--- src/rtl/ap_gap_pkg.sv ---
package ap_gap_pkg;
  typedef enum logic [2:0] {
    CMD_NOP  = 3'd0,
    CMD_ACT  = 3'd1,
    CMD_RD   = 3'd2,
    CMD_WR   = 3'd3,
    CMD_PRE  = 3'd4,
    CMD_PREA = 3'd5,
    CMD_REF  = 3'd6,
    CMD_RSV  = 3'd7
  } cmd_e;

  function automatic int max_gap(input int cl_w, input int twtr_w);
    return ((1 << cl_w) - 2) + 4 + ((1 << twtr_w) - 1);
  endfunction
endpackage

--- src/rtl/ap_gap_judge.sv ---
module ap_gap_judge
  import ap_gap_pkg::*;
#(
  parameter int BANK_W = 2,
  parameter int GAP_W  = 5
) (
  input  logic              clk_i,
  input  logic              rst_ni,
  input  cmd_e              cmd_i,
  input  logic [BANK_W-1:0] bank_i,
  input  logic              active_i,
  input  logic [BANK_W-1:0] src_bank_i,
  input  logic [GAP_W-1:0]  cnt_i,
  input  logic [GAP_W-1:0]  gap_rd_i,
  input  logic [GAP_W-1:0]  gap_wr_i,
  input  logic [GAP_W-1:0]  gap_bank_i,
  output logic              viol_o,
  output logic              legal_o,
  output logic              rdy_rd_o,
  output logic              rdy_wr_o,
  output logic              rdy_bank_o,
  output logic              rdy_prea_o
);
  logic other_bank;

  always_comb begin
    rdy_rd_o   = !active_i || (cnt_i >= gap_rd_i);
    rdy_wr_o   = !active_i || (cnt_i >= gap_wr_i);
    rdy_bank_o = !active_i || (cnt_i >= gap_bank_i);
    rdy_prea_o = !active_i;
  end

  assign other_bank = (bank_i != src_bank_i);

  always_comb begin
    unique case (cmd_i)
      CMD_RD:           viol_o = other_bank && !rdy_rd_o;
      CMD_WR:           viol_o = other_bank && !rdy_wr_o;
      CMD_ACT, CMD_PRE: viol_o = other_bank && !rdy_bank_o;
      CMD_PREA:         viol_o = !rdy_prea_o;
      default:          viol_o = 1'b0;
    endcase
    legal_o = (cmd_i != CMD_NOP) && !viol_o;
  end

  AST_PREA_BAN: assert property (@(posedge clk_i) disable iff (!rst_ni)
    (active_i && cmd_i == CMD_PREA) |-> viol_o);
  AST_SAME_BANK: assert property (@(posedge clk_i) disable iff (!rst_ni)
    (cmd_i != CMD_PREA && bank_i == src_bank_i) |-> !viol_o);
  AST_QUIET_CODES: assert property (@(posedge clk_i) disable iff (!rst_ni)
    (cmd_i == CMD_NOP || cmd_i == CMD_REF || cmd_i == CMD_RSV) |-> !viol_o);
endmodule

--- config.mk ---
export PLATFORM = sky130hd
export DESIGN_NAME = ap_gap_judge
export DESIGN_NICKNAME = d
export VERILOG_FILES = /design/src/rtl/ap_gap_pkg.sv /design/src/rtl/ap_gap_judge.sv
export SDC_FILE = /design/constraint.sdc
export NUM_CORES = 1
export LEC_CHECK = 0
export BUFFER_PORTS_ARGS = -buffer_cell sky130_fd_sc_hd__clkbuf_2
export CORE_MARGIN = 8
export CORE_UTILIZATION = 35
export DETAILED_ROUTE_END_ITERATION = 12
export PLACE_DENSITY = 0.81
export SLEW_MARGIN = 20
export SYNTH_ARGS = -nofsm -noshare
export SYNTH_HDL_FRONTEND = slang
export SYNTH_SLANG_ARGS = --single-unit
--- constraint.sdc ---
create_clock -name vclk -period 2.55
set_input_delay 0.255 -clock vclk [all_inputs]
set_output_delay 0.255 -clock vclk [all_outputs]
set_load 0.03 [all_outputs]
=== Word level (Yosys, flattened, before mapping) ===
Index checks and enable logic that the tools add are counted.
W data, S select, Z words.

* Flip-flop bits (word level): 0
* Input port bits: 30
* Output and inout bits: 6
* Logic and storage cells: 24

* Order comparisons: 3
* Equal/unequal tests: 6
* Muxes and demuxes: 1
* Reduce and logical (&&, ||, !) cells: 14

{| class="wikitable"
|+ Operators with widths
! kind !! number
|-
| $ge A5 B5 Y1 || 3
|-
| $eq A3 B2 Y1 const B || 2
|-
| $eq A3 B3 Y1 const B || 2
|-
| $logic_not A1 Y1 || 5
|-
| $logic_and A1 B1 Y1 || 4
|-
| $pmux W1 S4 || 1
|-
| $eq A3 B1 Y1 const B || 1
|-
| $logic_or A1 B1 Y1 || 3
|-
| $reduce_bool A3 Y1 || 1
|-
| $ne A2 B2 Y1 || 1
|-
| $reduce_or A2 Y1 || 1
|}

=== Depth between registers and ports, before layout ===
* Depth after elaboration: 7
* Mapped depth: 7
* Gate-level depth less buffers: 7

=== Worst setup path after synthesis ===
OpenSTA, ideal clock, no wires.

* Kind: input-to-output
* Start: in cnt_i[0]
* End: out viol_o
* Data arrival time: 1.781 ns
* Required time: 2.295 ns
* Slack: 0.514 ns
* Stages: 7
* Buffers on the path: 0
* Cell sequence: inv_1 > ha_1 > nand2b_1 > a31oi_1 > o21ai_1 > o311ai_2 > o21a_1

* Word-level cells in the longest chain between the ends: 5
* Elaborated cells on any way between the ends: 13
* Classes of those cells: 3 x order compare; 1 x mux; 9 x reduce/logical

{| class="wikitable"
|+ Ends and longest elaborated chain
! item !! RTL line !! RTL
|-
| from (decl) || ap_gap_judge.sv:13 || <nowiki>input logic [GAP_W-1:0] cnt_i,</nowiki>
|-
| $ge A5 B5 Y1 || ap_gap_judge.sv:29 || <nowiki>rdy_bank_o = !active_i || (cnt_i >= gap_bank_i);</nowiki>
|-
| $logic_or A1 B1 Y1 || ap_gap_judge.sv:29 ||
|-
| named net rdy_bank_o || ap_gap_judge.sv:21 || <nowiki>output logic rdy_bank_o,</nowiki>
|-
| $logic_not A1 Y1 || ap_gap_judge.sv:39 || <nowiki>CMD_ACT, CMD_PRE: viol_o = other_bank && !rdy_bank_o;</nowiki>
|-
| $logic_and A1 B1 Y1 || ap_gap_judge.sv:39 ||
|-
| $pmux W1 S4 || ap_gap_judge.sv:36 || <nowiki>unique case (cmd_i)</nowiki>
|-
| to (decl) || ap_gap_judge.sv:17 || <nowiki>output logic viol_o,</nowiki>
|}

The timed path passes the listed nets, and every way through them passes these cells.

=== Worst setup path after layout ===
* Start: in cnt_i[0]
* End: out viol_o

* Word-level cells in the longest chain between the ends: 5
* Elaborated cells on any way between the ends: 13
* Classes of those cells: 3 x order compare; 1 x mux; 9 x reduce/logical

{| class="wikitable"
|+ Ends and longest elaborated chain
! item !! RTL line
|-
| $ge A5 B5 Y1 (on tied branches) || ap_gap_judge.sv:29, ap_gap_judge.sv:27, ap_gap_judge.sv:28
|-
| $logic_or A1 B1 Y1 (on tied branches) || ap_gap_judge.sv:29, ap_gap_judge.sv:27, ap_gap_judge.sv:28
|-
| $logic_not A1 Y1 (on tied branches) || ap_gap_judge.sv:39, ap_gap_judge.sv:37, ap_gap_judge.sv:38
|-
| $logic_and A1 B1 Y1 (on tied branches) || ap_gap_judge.sv:39, ap_gap_judge.sv:37, ap_gap_judge.sv:38
|-
| $pmux W1 S4 (*) || ap_gap_judge.sv:36
|}

Every way passes the cells marked *; elsewhere a longest branch is shown, timed or not.

==> metrics <==
pre-CTS setup slack 462.3 ps; vias in the first global route roughly 590; buffers added on ports 34; first-pass GRT wire length 2290 µm; run status complete, no violations; critical path required time 2300 ps; WP data arrival 1810 ps; register area share after synthesis 0%; synth-to-layout area growth 35.93%; Util after Layout 49.48%; Pre-antenna DRT Iters 2; max frequency 0.4847 GHz; placed cell areas 719.4 µm²; Hold-fix buffers, CTS 0; die footprint 3012 µm²; Wirelength per Cell 11.65 µm; endpoints failing hold 0; post-route minimum period approximately 2100 ps; met2 Use GR 15.85%; row cnt 14; largest net degree at the start of global routing 7; worst slew pin tran between 200 and 300 ps; final wirelength 1351 µm; GRT Total Usage under 10%; HP Class input pin to primary output; dominant cells by area after synthesis ha_1, inv_1, a2111oi_4; P_leak 0.4264 nW; HP Start active_i; final setup violating endpoints 0; Seq. cell area 0 µm²; # resized after CTS 0; crit-path cells clkbuf_2, inv_1, ha_1, nand2b_1, a31oi_1, o21ai_1, o311ai_2, o21a_1, clkbuf_2; crit-path most repeated cell clkbuf_2; Starting Density ~36%; syn_nets between 100 and 150; setup TNS 0 ps; via count 567; grt ovf 0; DR iter-0 viols 4; Max Slew Vio Count 0; crit share post-route 80.90%; Cell variety after synth 25; routability cong. 0.7991; layout cells sized above 1 40.00%; diodes inserted 0; max_cap viols 0; Worst Hold End rdy_prea_o; initial antenna violation count 0; post-route cell area 719.4 µm²; Die W 54.89 µm; PwrDens 189.2 nW/µm²; YS warnings 0; synthesized area 529.3 µm²; hold depth 3; core area ~1500 µm²; drt drc 0; post-route ant nets 0; Yosys top cell by area ha_1; Crit path largest cell delay around 300 ps; Worst Path Max Fanout 3; Cells after Synth 66; final setup margin 487.0 ps; top-area cell type share of the netlist area 35.46%; nets@finish ~150; Die Ht ~55 µm; Seq cells 0; RSZ-0062 raised after global routing false; max_slew headroom between 80 and 90%; Slowest cell on crit path o311ai_2; Clock Buffer Count 0; Setup CP Type input pin to primary output; met1 Usage GRT 12.94%; placed wire-length estimate 1262 µm; CP endpoint kind primary output; Avg Cell Area, Syn 8.019 µm²; I/O pin count 36; met3 usage 1.359%; Vias/cell 4.888; GR peak layer met2; setup bufs post-CTS 0; Peak supply drop approximately 0.11 mV; CP startpoint kind input pin
[layout make-up]
cell class / instances / area (µm²)
multi-input cells: 51 / 473.0
fillers: 155 / 734.5
repair buffers: 34 / 170.2
well taps: 16 / 20.02
inverters: 15 / 56.30
[stage by stage]
step | power, mW | cells | hold slack [ps]
6_report | 0.1362 | 116 | 878.7
5_1_grt | 0.1533 | 116 | 880.0
4_1_cts | 0.1382 | 116 | 872.6
3_5_place_dp | 0.1373 | 116 | 871.1
3_3_place_gp | 0.1328 | 116 | 869.8
2_1_floorplan | 0.08922 | 66 | 586.0
[cells by family (layout without fill, tap and decap cells)]
| logic type | Yosys count | count (layout) | share of synthesized area, % |
|---|---|---|---|
| simple gates | 13 | 13 | 15.84 |
| compound gates | 20 | 20 | 33.10 |
| buf+inv | 15 | 49 | 10.64 |
| fa+ha+maj | 15 | 15 | 35.46 |
| xor+xnor | 3 | 3 | 4.965 |
[how the worst max path moves through the flow]
stage | slack, ps | to | start | cells past startpoint
finish | 490 | viol_o | cnt_i[0] | 9
global route | 320 | viol_o | cnt_i[0] | 9
CTS | 450 | viol_o | cnt_i[0] | 9
detailed placement | 460 | viol_o | cnt_i[0] | 9
global placement | 480 | viol_o | cnt_i[0] | 9
floorplan | 510 | viol_o | cnt_i[0] | 7
[cells in the final DEF (no fill, tap or decap)]
master and count:
clkbuf_2 34, ha_1 15, inv_1 14, nor2_1 4, o21ai_0 3, nand2b_1 3
a211oi_1 2, o21bai_1 2, a211o_1 2, nand2_1 2, o21ai_1 2, o21a_1 2
xor2_1 2, inv_2 1, a21o_1 1, a31oi_1 1, a211oi_2 1, nand2b_4 1
a2111oi_4 1, nor2b_1 1, nor4b_2 1, o32ai_1 1, a41oi_1 1, xnor2_1 1
nand3b_1 1, o311ai_2 1
[worst max-delay path: cells and delay by family]
family | cells | cell delay (ps)
and+or+nand+nor | 1 | 140
buffers and inverters | 3 | 330
adders and majority gates | 1 | 290
AOI/OAI and AO/OA | 4 | 780
[synthesized netlist by cell type (all sizes together)]
cell type	number
nor4b	1
a21o	1
ha	15
inv	15
a31oi	1
o21ai	5
nand2b	4
a211oi	3
o21a	2
o32ai	1
a41oi	1
xnor2	1
nand2	2
nor2	4
o21bai	2
a211o	2
xor2	2
nand3b	1
o311ai	1
nor2b	1
a2111oi	1
[report_power, final]
part	switching, mW	total (mW)	internal (mW)
sequential	0	0	0
clock	0	0	0
combinational	0.0744	0.136	0.0618
[routing by layer]
layer / wire [µm] / up-vias
li1: - / 305
met1: 644 / 235
met2: 560 / 27
met3: 146 / 0
met4: 0 / 0
met5: 0 / -
Note: power is estimated with default switching activity, not from simulation.
